## src/rtl/xlu_pkg.sv

```systemverilog
// Shared operation codes for the three-valued logic unit.
// Assumes a 4-bit code; codes above OP_LNOT are treated as unused.
package xlu_pkg;
    typedef enum logic [3:0] {
        OP_AND  = 4'd0,
        OP_OR   = 4'd1,
        OP_XOR  = 4'd2,
        OP_XNOR = 4'd3,
        OP_NOT  = 4'd4,
        OP_MUX  = 4'd5,
        OP_RAND = 4'd6,
        OP_ROR  = 4'd7,
        OP_RXOR = 4'd8,
        OP_LAND = 4'd9,
        OP_LOR  = 4'd10,
        OP_LNOT = 4'd11
    } xl_op_e;

    localparam logic [3:0] OP_LAST = OP_LNOT;
endpackage

```

## src/rtl/xlu_bitwise.sv

```systemverilog
// Bitwise three-valued operations (AND, OR, XOR, XNOR, NOT, mux) on W-bit pairs.
// Assumes the operands are already extended to W. The value output is not
// canonical; the caller clears value bits that are flagged unknown.
module xlu_bitwise #(
    parameter int W = 8
) (
    input  logic [3:0]   op,
    input  logic [W-1:0] av,
    input  logic [W-1:0] au,
    input  logic [W-1:0] bv,
    input  logic [W-1:0] bu,
    input  logic         sv,
    input  logic         su,
    output logic [W-1:0] yv,
    output logic [W-1:0] yu
);
    import xlu_pkg::*;

    logic [W-1:0] a_k1, a_k0, b_k1, b_k0;

    // Known-one and known-zero masks of each operand.
    always_comb begin
        a_k1 = av & ~au;
        a_k0 = ~av & ~au;
        b_k1 = bv & ~bu;
        b_k0 = ~bv & ~bu;
    end

    // Select the operation and its unknown rule.
    always_comb begin
        yv = '0;
        yu = '0;
        case (op)
            OP_AND: begin
                yu = (au | bu) & ~(a_k0 | b_k0);
                yv = a_k1 & b_k1;
            end
            OP_OR: begin
                yu = (au | bu) & ~(a_k1 | b_k1);
                yv = a_k1 | b_k1;
            end
            OP_XOR: begin
                yu = au | bu;
                yv = av ^ bv;
            end
            OP_XNOR: begin
                yu = au | bu;
                yv = ~(av ^ bv);
            end
            OP_NOT: begin
                yu = au;
                yv = ~av;
            end
            OP_MUX: begin
                if (su) begin
                    yu = (av ^ bv) | au | bu;
                    yv = av & bv;
                end else if (sv) begin
                    yu = bu;
                    yv = bv;
                end else begin
                    yu = au;
                    yv = av;
                end
            end
            default: begin
                yu = '0;
                yv = '0;
            end
        endcase
    end
endmodule

```

## src/rtl/xlu_reduce.sv

```systemverilog
// Single-bit three-valued reductions and logical operations over W-bit operands.
// Assumes operands at their native width, so no zero-extension affects the result.
module xlu_reduce #(
    parameter int W = 8
) (
    input  logic [3:0]   op,
    input  logic [W-1:0] av,
    input  logic [W-1:0] au,
    input  logic [W-1:0] bv,
    input  logic [W-1:0] bu,
    output logic         rv,
    output logic         ru
);
    import xlu_pkg::*;

    logic a_any1, a_any0, a_anyx, a_false;
    logic b_any1, b_anyx, b_false;

    // Summary terms: any known 1, any known 0, any unknown, all known 0.
    always_comb begin
        a_any1  = |(av & ~au);
        a_any0  = |(~av & ~au);
        a_anyx  = |au;
        a_false = ~a_any1 & ~a_anyx;
        b_any1  = |(bv & ~bu);
        b_anyx  = |bu;
        b_false = ~b_any1 & ~b_anyx;
    end

    // Combine the summary terms for the selected reduction.
    always_comb begin
        rv = 1'b0;
        ru = 1'b0;
        case (op)
            OP_RAND: begin
                ru = a_anyx & ~a_any0;
                rv = ~a_any0 & ~a_anyx;
            end
            OP_ROR: begin
                ru = a_anyx & ~a_any1;
                rv = a_any1;
            end
            OP_RXOR: begin
                ru = a_anyx;
                rv = ^av;
            end
            OP_LNOT: begin
                ru = a_anyx & ~a_any1;
                rv = a_false;
            end
            OP_LAND: begin
                ru = (a_anyx | b_anyx) & ~(a_any1 & b_any1) & ~a_false & ~b_false;
                rv = a_any1 & b_any1;
            end
            OP_LOR: begin
                ru = (a_anyx | b_anyx) & ~(a_false & b_false) & ~a_any1 & ~b_any1;
                rv = a_any1 | b_any1;
            end
            default: begin
                rv = 1'b0;
                ru = 1'b0;
            end
        endcase
    end
endmodule

```

## src/rtl/xlu_outreg.sv

```systemverilog
// One-entry output register with valid/ready handshake.
// Assumes the producer holds its data only in the cycle it is accepted.
module xlu_outreg #(
    parameter int W = 8
) (
    input  logic         clk,
    input  logic         rst_n,
    input  logic         in_valid,
    output logic         in_ready,
    input  logic [W-1:0] d_val,
    input  logic [W-1:0] d_unk,
    output logic         out_valid,
    input  logic         out_ready,
    output logic [W-1:0] y_val,
    output logic [W-1:0] y_unk
);
    // The register can load when it is empty or being drained.
    assign in_ready = ~out_valid | out_ready;

    // Load a new result or hold the current one.
    always_ff @(posedge clk) begin
        if (!rst_n) begin
            out_valid <= 1'b0;
            y_val     <= '0;
            y_unk     <= '0;
        end else if (in_ready) begin
            out_valid <= in_valid;
            if (in_valid) begin
                y_val <= d_val;
                y_unk <= d_unk;
            end
        end
    end
endmodule

```

## src/rtl/xlogic_unit.sv

```systemverilog
// Top of the three-valued logic unit: extends operands, runs the bitwise and
// reduction paths, picks one by code, clears value bits that are unknown, and
// registers the result. Assumes OUT_W >= IN_W and OUT_W >= 2.
module xlogic_unit #(
    parameter int IN_W  = 8,
    parameter int OUT_W = 12
) (
    input  logic             clk,
    input  logic             rst_n,
    input  logic             in_valid,
    output logic             in_ready,
    input  logic [3:0]       op,
    input  logic [IN_W-1:0]  a_val,
    input  logic [IN_W-1:0]  a_unk,
    input  logic [IN_W-1:0]  b_val,
    input  logic [IN_W-1:0]  b_unk,
    input  logic             sel_val,
    input  logic             sel_unk,
    output logic             out_valid,
    input  logic             out_ready,
    output logic [OUT_W-1:0] y_val,
    output logic [OUT_W-1:0] y_unk
);
    import xlu_pkg::*;

    localparam int PAD_W = OUT_W - IN_W;

    logic [OUT_W-1:0] ax_v, ax_u, bx_v, bx_u;
    logic [OUT_W-1:0] bw_v, bw_u;
    logic             rd_v, rd_u;
    logic [OUT_W-1:0] nx_v, nx_u;

    // Zero-extension: extra bits are known 0.
    generate
        if (PAD_W > 0) begin : g_pad
            assign ax_v = {{PAD_W{1'b0}}, a_val};
            assign ax_u = {{PAD_W{1'b0}}, a_unk};
            assign bx_v = {{PAD_W{1'b0}}, b_val};
            assign bx_u = {{PAD_W{1'b0}}, b_unk};
        end else begin : g_same
            assign ax_v = a_val;
            assign ax_u = a_unk;
            assign bx_v = b_val;
            assign bx_u = b_unk;
        end
    endgenerate

    xlu_bitwise #(.W(OUT_W)) u_bitwise (
        .op (op),
        .av (ax_v),
        .au (ax_u),
        .bv (bx_v),
        .bu (bx_u),
        .sv (sel_val),
        .su (sel_unk),
        .yv (bw_v),
        .yu (bw_u)
    );

    xlu_reduce #(.W(IN_W)) u_reduce (
        .op (op),
        .av (a_val),
        .au (a_unk),
        .bv (b_val),
        .bu (b_unk),
        .rv (rd_v),
        .ru (rd_u)
    );

    // Pick the path by code, flag unused codes, and make the value wire canonical.
    always_comb begin
        if (op <= OP_MUX) begin
            nx_u = bw_u;
            nx_v = bw_v;
        end else if (op <= OP_LAST) begin
            nx_u = {{(OUT_W-1){1'b0}}, rd_u};
            nx_v = {{(OUT_W-1){1'b0}}, rd_v};
        end else begin
            nx_u = '1;
            nx_v = '0;
        end
        nx_v = nx_v & ~nx_u;
    end

    xlu_outreg #(.W(OUT_W)) u_outreg (
        .clk       (clk),
        .rst_n     (rst_n),
        .in_valid  (in_valid),
        .in_ready  (in_ready),
        .d_val     (nx_v),
        .d_unk     (nx_u),
        .out_valid (out_valid),
        .out_ready (out_ready),
        .y_val     (y_val),
        .y_unk     (y_unk)
    );
endmodule

```

## config.mk

```make
export PLATFORM = sky130hd
export DESIGN_NAME = xlogic_unit
export DESIGN_NICKNAME = d
export VERILOG_FILES = /design/src/rtl/xlu_pkg.sv /design/src/rtl/xlu_bitwise.sv /design/src/rtl/xlu_reduce.sv /design/src/rtl/xlu_outreg.sv /design/src/rtl/xlogic_unit.sv
export SDC_FILE = /design/constraint.sdc
export NUM_CORES = 1
export LEC_CHECK = 0
export BUFFER_PORTS_ARGS = -buffer_cell sky130_fd_sc_hd__clkbuf_2
export CAP_MARGIN = 20
export CORE_AREA = 3 3 127 92
export DETAILED_ROUTE_END_ITERATION = 16
export DIE_AREA = 0 0 130 95
export PLACE_DENSITY_LB_ADDON = 0.05
export SETUP_SLACK_MARGIN = 0.05
export SLEW_MARGIN = 20
export SYNTH_ARGS = -nofsm -noshare
export SYNTH_HDL_FRONTEND = slang
export SYNTH_SLANG_ARGS = --single-unit
```

## constraint.sdc

```tcl
create_clock -name clk -period 2.56 [get_ports clk]
set_input_delay 0.512 -clock clk [delete_from_list [all_inputs] [get_ports clk]]
set_output_delay 0.512 -clock clk [all_outputs]
set_load 0.01 [all_outputs]
```

After elaboration in Yosys (flattened, before gate mapping)
Cells that the tools add are included.
W data, S select, Z words.
- register bits: 25
- input port bits: 42
- logic and storage cells: 93
- magnitude comparators: 2
- multiplexer cells: 12
- eq/ne operators: 11
- bitwise operators: 55
- reductions and logical operators: 10
- operators with widths (operator ; number):
    $and A12 B12 Y12 ; 6
    $pmux W12 S6 ; 1
    $mux W12 ; 5
    $pmux W12 S5 ; 1
    $not A12 Y12 ; 4
    $not A8 Y12 ; 4
    $reduce_or A8 Y1 ; 5
    $and A8 B8 Y8 ; 4
    $and A8 B12 Y12 ; 2
    $not A8 Y8 ; 3
    $or A12 B12 Y12 ; 2
    $or A12 B8 Y12 ; 2
    $eq A4 B3 Y1 const B ; 4
    $eq A4 B4 Y1 const B ; 4
    $mux W8 ; 2
    $and A1 B1 Y1 ; 13
    $not A1 Y1 ; 10
    $eq A4 B2 Y1 const B ; 2
    $or A8 B8 Y8 ; 1
    $reduce_xor A8 Y1 ; 1
    $xor A8 B8 Y8 ; 1
    $pmux W1 S6 ; 1
    $pmux W1 S5 ; 1
    $eq A4 B1 Y1 const B ; 1
    7 further kinds ; 10

Depth between registers and ports, before layout
Gate-level depths: netlist (run 1).
- word-level depth: 15
- mapped depth: 9
- gate-level depth less buffers: 7

By module
Synthesis (run 1) repeated with hierarchy kept, for this count alone.
- cells, all modules: 507
- area, all modules: 3848.7 µm²
- by module, submodules not included (module ; times used ; sequential area each (µm²) ; cells each ; area an instance (µm²)):
    xlu_bitwise ; 1 ; 0.0 ; 277 ; 2037.0
    xlu_outreg ; 1 ; 500.5 ; 109 ; 1028.5
    xlu_reduce ; 1 ; 0.0 ; 69 ; 440.4
    xlogic_unit ; 1 ; 0.0 ; 52 ; 342.8

Least setup slack after synthesis (run 1)
No wires, ideal clock.
- path type: input-to-reg
- from: input a_unk[2]
- to: register u_outreg.y_val[0]
- slack: 0.356 ns
- buffers on the path: 1
- arrival: 2.118 ns
- stages on the path: 7
- cells stage by stage: buf_2 or4_4 nor2_4 a31oi_1 a21o_1 or3_1 a221oi_2
- cells in the longest elaborated chain, start to end: 15
- RTL lines (element ; line ; RTL):
    from (decl) ; xlogic_unit.sv:14 ; input logic [IN_W-1:0] a_unk,
    $not A8 Y8 ; xlu_reduce.sv:21, xlu_reduce.sv:22 ;
    $and A8 B8 Y8 ; xlu_reduce.sv:21 ; a_any1 = |(av & ~au);
    $reduce_or A8 Y1 ; xlu_reduce.sv:21 ;
    $not A1 Y1 ; - ;
    $and A1 B1 Y1 ; xlu_reduce.sv:24 ; a_false = ~a_any1 & ~a_anyx;
    $and A1 B1 Y1 ; xlu_reduce.sv:56 ; ru = (a_anyx | b_anyx) & ~(a_false & b_false) & ~a_any1 & ~b_any1;
    $not A1 Y1 ; xlu_reduce.sv:56 ;
    $and A1 B1 Y1 (3 in a row) ; xlu_reduce.sv:56 ;
    $pmux W1 S5 ; xlu_reduce.sv:34 ; case (op)
    $mux W12 ; xlogic_unit.sv:75 ; end else if (op <= OP_LAST) begin
    $mux W12 ; xlogic_unit.sv:72 ; if (op <= OP_MUX) begin
    $not A12 Y12 ; xlogic_unit.sv:82 ; nx_v = nx_v & ~nx_u;
    $and A12 B12 Y12 (*) ; xlogic_unit.sv:82 ;
    to (signal assigned) ; xlu_outreg.sv:29 ; y_val <= d_val;
    to (decl) ; xlu_outreg.sv:14 ; output logic [W-1:0] y_val,
Every way passes the cells marked *; elsewhere a longest branch is shown, timed or not.
A chain may end at the register's enable or synchronous reset.

Worst setup path after layout (run 1)
- from: input a_unk[6]
- to: register u_outreg.y_val[0]
The elaborated chain is that of the path after synthesis.

==> results of run 1 <==
[registers in the layout (all words and copies together), names as in the netlist]
name and flops:
u_outreg.y_unk 9, u_outreg.y_val 9, u_outreg.out_valid 1
[stage by stage]
stage	util, %	hold slack [ns]
final	32.0	0.451
after global placement	31.3	0.442
after detailed placement	31.3	0.448
after floorplan	-	0.476
after CTS	32.0	0.455
after global routing	32.0	0.483
[worst paths after layout]
path / cells after the start / end / slack (ns) / start
worst max-delay path: 7 / u_outreg.y_val[0]$_SDFFE_PN0P_ / 0.42 / a_unk[6]
worst min-delay path: 2 / u_outreg.y_unk[7]$_SDFFE_PN0P_ / 0.45 / u_outreg.y_unk[7]$_SDFFE_PN0P_
worst max register to register: 6 / u_outreg.y_val[0]$_SDFFE_PN0P_ / 1.16 / u_outreg.out_valid$_SDFFE_PN0N_
worst min register to register: 2 / u_outreg.y_unk[7]$_SDFFE_PN0P_ / 0.45 / u_outreg.y_unk[7]$_SDFFE_PN0P_
[cell type report]
class | count | area [um2] | share of cell area (%)
Multi-Input combinational cell | 297 | 2020 | 60.3
Timing Repair Buffer | 109 | 676 | 20.2
Sequential cell | 19 | 380 | 11.4
Tap cell | 132 | 165 | 4.94
Clock buffer | 4 | 78.8 | 2.36
Inverter | 7 | 26.3 | 0.786
[synth_stat cells, drive strengths merged, types with 5 or more instances]
library cell	instances	area, um2
a22oi	6	45.0
o311a	5	50.1
a21oi	36	180
or3	6	37.5
o211ai	10	80.1
dfxtp	19	380
nor2	19	86.3
or4	6	63.8
clkbuf	15	67.6
o2111ai	5	43.8
nor4	5	37.5
mux2i	13	130
xnor2	7	61.3
o21ai	18	90.1
nor2b	22	155
o22ai	11	68.8
inv	6	22.5
nand2	43	161
a211o	7	61.3
ha	8	100
xor2	9	78.8
nor3	6	30.0
buf	19	130
[layer usage]
layer	track usage (%)	vias up	share of wire, %
met5	0	-	0
met4	1.64	0	0.78
met3	2.94	6	6.0
met2	28.4	89	43
met1	27.1	1438	50
li1	-	1498	-
[logic make-up after synthesis]
group	Yosys count	share of synthesized area, %
XOR/XNOR	16	5.35
AND/OR/NAND/NOR	124	26.6
AO/OA/AOI/OAI	134	35.4
multiplexers	13	4.97
flip-flops	19	14.5
buffers and inverters	41	8.55
adder cells (fa/ha/maj)	10	4.58
[power by group]
group	switching [mW]	internal, mW
Clock	0.113	0.212
Sequential	0.00779	0.311
Combinational	0.290	0.216
Total	0.411	0.739
[critical path, delay by kind of cell]
family,cells,cell delay [ns]
AOI/OAI and AO/OA,3,0.51
buffers and inverters,1,0.17
and+or+nand+nor,3,1.10
==> flow_summary.ini, run 1 <==
[power]
finalPower_mw = 1.15
p_leak_nw = 1.39
peakVddDrop_uv = 212
powerDensity_nw_per_um2 = 344

[sta]
final.setup.worst_slack_ns = 0.422
hold_viol_final = 0
clock.fmax_mhz = 468
rsz0062_at_grt = no
slew-limit-headroom_pct = 61.7
setup_viol = 0
skew_ns = 0.00267
tightest_slew_ns = 0.567
final.setup.tns_ns = 0
fin_crit_ns = 2.14
drv_slew = 0
period_share_pct = 83.5

[yosys]
synth_top_flop_cell = dfxtp_1
synth-edff-count = 0
syn-cell-area_um2 = 2620
syn_inst = 357
ys_ff_latch = 19
synth_warnings = 0
async_flop_share_pct = 0
synth_nets = 407
ys_types = 64
postSynthAreaPerCell_um2 = 7.34
ys_seq_area_share_pct = 14.5

[drt]
post_drt_wl_per_cell_um = 19.6
drt_iter0_drc = 151
route.detailed.drc = 0
wl_mm = 11.1
ant_nets = 0
via_per_inst = 5.34
drtPass1Iterations = 4
num_vias = 3031

[floorplan]
dieArea_um2 = 12400
chipHeight_um = 95
core_region_area_um2 = 10400
ios = 68
initial_core_util_pct = 25.1
row_count = 31
die-width_um = 130

[clocking]
cts_max_path_buffers = 2
clk_pin_slew_ns = 0.05
post_cts_buffers = 0
clk_latency_ns = 0.25
clock_sinks = 19
cts_buffers = 3
ctsResizeCount = 0
cts_root_buf = clkbuf_16
cts_htree_levels = 1
cts_tree = yes
cts_hold_buf = 0

[layout]
drive_above_1_share_pct = 30.7
final_common_cell = clkbuf_2
syn2layout_area_growth_pct = 27.6
design_area_um2 = 3340
final_cells = 568
n_antenna_cell = 0
num-fill-cells = 1131
final_cell_mix = 67 x clkbuf_2, 43 x nand2_1, 40 x buf_4
nNetsFinal = 487

[grt]
grt_use_total_pct = 18.2
overflow = 0
grt_max_degree = 27
grt_pass1_wl_mm = 17.1
grt_pass1_vias = 2952
antenna_found_initial = 0

[critical_path]
criticalPathCategory = input port to register
arrival_ns = 2.30
cp-start-kind = input port
end_kind = register
critPathSlowestCell = or4_1
crit_chain = clkbuf_2 -> or4_1 -> nor2_4 -> a31oi_1 -> a21o_1 -> or3_1 -> a221oi_2
crit_path_max_fanout = 8
crit_required_ns = 2.72
critPathMaxStageDelay_ns = 0.60

[run]
maxCapViolations = 0

[placement]
placed_cell_area_um2 = 3260
place_inst = 564
dp_slack_ns = 0.171
port-buffer-count = 67
gp_congestion = 0.891
dp_hpwl_mm = 9.05

[hold_path]
hold_path.class = register to register

[status]
status = completed
Note: power is estimated with default switching activity, not from simulation.
==> inputs of run 2 (changes only) <==
Clock period 2.56 ns to 2.15 ns, I/O delays scaled along.
==> run 2 against run 1 <==
Via count is 9.7% higher. Non-clock buffer count grew 60. Flip-flop and latch count did not move. Sequential share of layout area down 1.4 points. Core utilization rose by 4.6 points. Combinational power increased by 38%. Clock skew about the same. First-iteration DRC count is 28% higher. Clock-buffer cell count unchanged. Final area rose by 14%. Setup slack got worse by 0.25 ns. Clock power rose by 18%. Critical endpoint unchanged. Largest power group unchanged. Highest routed layer unchanged.
==> flow_summary.ini, run 2 (synthesized netlist as in run 1, its figures left out) <==
[critical_path]
cp-start-kind = input port
r2r_slack_ns = 0.80
arrival_ns = 2.14
reg2reg_depth = 5
crit_required_ns = 2.31
r2r-end = u_outreg.y_unk[5]$_SDFFE_PN0P_
r2r_start = u_outreg.out_valid$_SDFFE_PN0N_
crit_path_max_fanout = 4
criticalPathCategory = input port to register
end_kind = register

[layout]
top_regs = u_outreg.y_unk (9), u_outreg.y_val (9), u_outreg.out_valid (1)
design_area_um2 = 3820
nNetsFinal = 547
syn2layout_area_growth_pct = 45.8
final_common_cell = buf_4
n_antenna_cell = 0
drive_above_1_share_pct = 39.3
final_cell_mix = 99 x buf_4, 67 x clkbuf_2, 43 x nand2_1

[grt]
overflow = 0
grt_max_degree = 27
grt_pass1_vias = 3207
antenna_found_initial = 0
grt_use_total_pct = 19.4
grt_pass1_wl_mm = 18.2

[placement]
placed_cell_area_um2 = 3730
dp_slack_ns = -0.0931
gp_congestion = 0.933
port-buffer-count = 67
dp_hpwl_mm = 9.83

[clocking]
clk_latency_ns = 0.25
cts_tree = yes
cts_htree_levels = 1
cts_max_path_buffers = 2
clk_pin_slew_ns = 0.05
clock_sinks = 19
cts_hold_buf = 0
cts_root_buf = clkbuf_16
post_cts_buffers = 0
cts_buffers = 3

[drt]
drt_iter0_drc = 193
via_per_inst = 5.29
route.detailed.drc = 0
ant_nets = 0
num_vias = 3325
post_drt_wl_per_cell_um = 18.8
drtPass1Iterations = 4
wl_mm = 11.8

[sta]
final.setup.tns_ns = 0
period_share_pct = 91.8
final.setup.worst_slack_ns = 0.177
rsz0062_at_grt = no
tightest_slew_ns = 0.576
clock.fmax_mhz = 507
fin_crit_ns = 1.97
setup_viol = 0
hold_viol_final = 0
drv_slew = 0
slew-limit-headroom_pct = 61.1
skew_ns = 0.00225

[floorplan]
die-width_um = 130
chipHeight_um = 95
core_region_area_um2 = 10400
dieArea_um2 = 12400
row_count = 31
ios = 68
initial_core_util_pct = 25.1

[run]
maxCapViolations = 0

[hold_path]
hp-start = rst_n
holdPathStages = 2
hold_path.class = input port to register
min_to = u_outreg.y_unk[6]$_SDFFE_PN0P_

[power]
peakVddDrop_uv = 275
powerDensity_nw_per_um2 = 383
p_leak_nw = 1.69

[status]
status = completed
-- run 2: timing repair --
item,in CTS,in global routing
endpoints found under the hold margin,0,0
resized for setup,0,1
setup endpoints to repair,0,2
-- run 2: worst max-delay path by stage --
| stage | from | to | cells past startpoint |
|---|---|---|---|
| final | b_val[4] | u_outreg.y_val[0]$_SDFFE_PN0P_ | 7 |
| after global routing | op[0] | u_outreg.y_val[0]$_SDFFE_PN0P_ | 8 |
| after CTS | b_val[4] | u_outreg.y_val[0]$_SDFFE_PN0P_ | 7 |
| after detailed placement | b_val[6] | u_outreg.y_val[0]$_SDFFE_PN0P_ | 7 |
| after global placement | b_val[6] | u_outreg.y_val[0]$_SDFFE_PN0P_ | 7 |
| after floorplan | a_val[7] | u_outreg.y_val[0]$_SDFFE_PN0P_ | 7 |
-- run 2: power breakdown --
group          total (mW)  switching (mW)  internal, mW
Sequential          0.380         0.00957         0.370
Clock               0.385           0.133         0.252
Combinational       0.700           0.370         0.330
-- run 2: cell type report --
| type | count | area [um2] |
|---|---|---|
| inverter | 7 | 26.3 |
| sequential | 19 | 380 |
| tap | 132 | 165 |
| timing repair buffer | 169 | 1140 |
| fill | 1138 | 6610 |
| clock buffer | 4 | 78.8 |
| multi-input combinational | 297 | 2030 |
-- run 2: critical path, stage by stage --
cell	delay [ns]
clkbuf_2	0.09
nor2b_1	0.18
or4_4	0.60
o211ai_2	0.18
a221oi_2	0.08
or3_1	0.37
a221oi_2	0.21
-- run 2: stage by stage --
step | power, mW | cells | utilization (%) | hold slack [ns]
after floorplan | 0.749 | 357 | - | 0.476
after global placement | 1.08 | 624 | 35.8 | 0.443
after detailed placement | 1.08 | 624 | 35.8 | 0.446
after CTS | 1.47 | 628 | 36.6 | 0.402
after global routing | 1.57 | 628 | 36.6 | 0.421
final | 1.46 | 628 | 36.6 | 0.403
-- run 2: metal layers --
metal  share of wire (%)  global-route usage (%)
met5                   0                       0
met4                0.84                    2.25
met3                 5.9                    2.94
met2                  41                    29.1
met1                  52                    29.9
==> inputs of run 3 (changes only) <==
Settings changed: ABC_AREA set to 1.
==> run 3 against run 2 <==
Fmax is 16% higher. Largest cell class unchanged. Setup slack improved by 0.27 ns. Hold slack improved by 0.059 ns. Combinational power down 24%. Clock power up 2%. Flip-flop and latch count unchanged. Cell count grew 11%. Routed wire length is 3.6% lower. First-iteration DRC count is 13% higher. Total power decreased by 10%. Sequential share of layout area increased by 1.7 points. Highest routed layer is now met3. Global-route usage fell by 0.89 points.
==> flow_summary.ini, run 3 <==
[drt]
drt_iter0_drc = 218
post_drt_wl_per_cell_um = 16.4
wl_met2_mm = 4.77
route.met3.wl_um = 909
route.detailed.drc = 0
via_per_inst = 4.96
drtPass1Iterations = 5
ant_nets = 0
topRoutingLayerUsed = met3
wl_mm = 11.4
num_vias = 3444
wl_met1_mm = 5.70

[critical_path]
critPathMaxStageDelay_ns = 0.28
critPathSlowestCell = buf_4
end_kind = register
criticalPathCategory = input port to register
crit_path_max_fanout = 14
critical_path_buf_inv_count = 4
crit_chain = clkbuf_2 -> inv_1 -> buf_4 -> nor3_1 -> o22ai_1 -> nor3b_2 -> nand2_1 -> o211ai_1 -> inv_1
crit_required_ns = 2.30
r2r_slack_ns = 0.70
cp-start-kind = input port
worst_path_most_repeated_cell = inv_1
cp_top_family = buffers and inverters
arrival_ns = 1.85

[floorplan]
die-width_um = 130
row_count = 31
ios = 68
chipHeight_um = 95
core_region_area_um2 = 10400
initial_core_util_pct = 25.1
dieArea_um2 = 12400

[yosys]
syn_inst = 489
ys_ff_latch = 19
synth_xor_area_share_pct = 2.00
synth_nets = 539
synth_top_area_share_pct = 21.8
synth_top_flop_cell = dfxtp_1
synth-edff-count = 0
postSynthAreaPerCell_um2 = 5.36
async_flop_share_pct = 0
yosys.area_share.adder_pct = 3.82
ys_types = 39
synth_top_family_by_area = simple AND/OR/NAND/NOR gates
ys_seq_area_share_pct = 14.5
synthTopCellsByCount = 152 x nand2_1, 60 x inv_1, 58 x nor2_1, 42 x o21ai_0, 32 x a21oi_1
synth_warnings = 0
synth-simple-area-share_pct = 41.4
synthMuxAreaShare_pct = 0
synth_compound_area_share_pct = 24.2
synth.most_common_cell = nand2_1
synth_top_cell_by_area = nand2_1
yosys-top-cells-area = nand2_1 22%, dfxtp_1 15%, inv_1 8.6%
syn-cell-area_um2 = 2620

[power]
powerDensity_nw_per_um2 = 402
peakVddDrop_uv = 287
p_leak_nw = 1.74
finalPower_mw = 1.31

[status]
status = completed

[hold_path]
hold_path.class = register to register

[grt]
grt_pass1_vias = 3130
grt_use_total_pct = 18.5
overflow = 0
grt_max_degree = 20
antenna_found_initial = 0
grt_pass1_wl_mm = 17.5

[layout]
top_regs = u_outreg.y_unk (9), u_outreg.y_val (9), u_outreg.out_valid (1)
final_cells = 694
final_cell_mix = 152 x nand2_1, 67 x clkbuf_2, 60 x inv_1
n_antenna_cell = 0
nNetsFinal = 613
drive_above_1_share_pct = 20.5
syn2layout_area_growth_pct = 24.3
final_common_cell = nand2_1

[sta]
skew_ns = 0.000796
tightest_slew_ns = 0.569
hold_viol_final = 0
setup_viol = 0
period_share_pct = 79.3
final.setup.tns_ns = 0
slew-limit-headroom_pct = 62.0
clock.fmax_mhz = 586
rsz0062_at_grt = no
drv_slew = 0
fin_crit_ns = 1.71

[clocking]
cts_hold_buf = 0
clock_sinks = 19
clk_pin_slew_ns = 0.05
cts_buffers = 3
clk_latency_ns = 0.26
cts_root_buf = clkbuf_16
cts_htree_levels = 1
post_cts_buffers = 0
ctsResizeCount = 0
cts_max_path_buffers = 2
cts_tree = yes

[placement]
place_inst = 690
gp_congestion = 0.914
dp_hpwl_mm = 9.25
port-buffer-count = 67

[run]
maxCapViolations = 0
[run 3: layout make-up]
type                       count  area, um2
fill                        1208       7170
multi-input combinational    385       1870
timing repair buffer          90        520
sequential                    19        380
inverter                      64        240
tap                          132        165
clock buffer                   4       78.8
[run 3: routing by layer]
metal	vias up	global-route usage (%)
met1	1578	28.8
met5	-	0
li1	1733	-
met4	0	1.64
met2	133	27.0
met3	0	3.50
[run 3: path summary, 6_finish.rpt]
check                           cells after the start                       startpoint                              to
worst max-delay path                                9                          sel_unk  u_outreg.y_unk[7]$_SDFFE_PN0P_
worst max register to register                      7  u_outreg.out_valid$_SDFFE_PN0N_  u_outreg.y_val[4]$_SDFFE_PN0P_
worst min register to register                      2   u_outreg.y_val[2]$_SDFFE_PN0P_  u_outreg.y_val[2]$_SDFFE_PN0P_
worst min-delay path                                2   u_outreg.y_val[2]$_SDFFE_PN0P_  u_outreg.y_val[2]$_SDFFE_PN0P_
[run 3: tightest hold or removal path: stages (launching register included)]
cell and delay [ns]:
dfxtp_1 0.31, nand2_1 0.06, a21oi_1 0.05
[run 3: logic make-up (layout without fill, tap and decap cells)]
kind of cell	count (synthesis)	after routing
DFF	19	19
xor gates and xnor gates	6	6
adders and majority gates	8	8
AOI/OAI and AO/OA	113	113
and+or+nand+nor	258	258
buffers and inverters	85	158
[run 3: where the power goes]
| group | switching [mW] | internal (mW) | leakage (nW) |
|---|---|---|---|
| clock | 0.140 | 0.253 | 0.0382 |
| sequential | 0.0111 | 0.372 | 0.156 |
| combinational | 0.348 | 0.188 | 1.55 |
[run 3: per-stage QoR]
| stage | hold slack, ns | setup WS [ns] | utilization, % | cell area [um2] |
|---|---|---|---|---|
| finish | 0.462 | 0.444 | 31.2 | 3260 |
| global route | 0.488 | 0.234 | 31.2 | 3260 |
| CTS | 0.465 | 0.436 | 31.2 | 3260 |
| detailed placement | 0.456 | 0.177 | 30.5 | 3180 |
| global placement | 0.457 | 0.177 | 30.5 | 3180 |
| floorplan | 0.490 | 0.546 | - | 2620 |
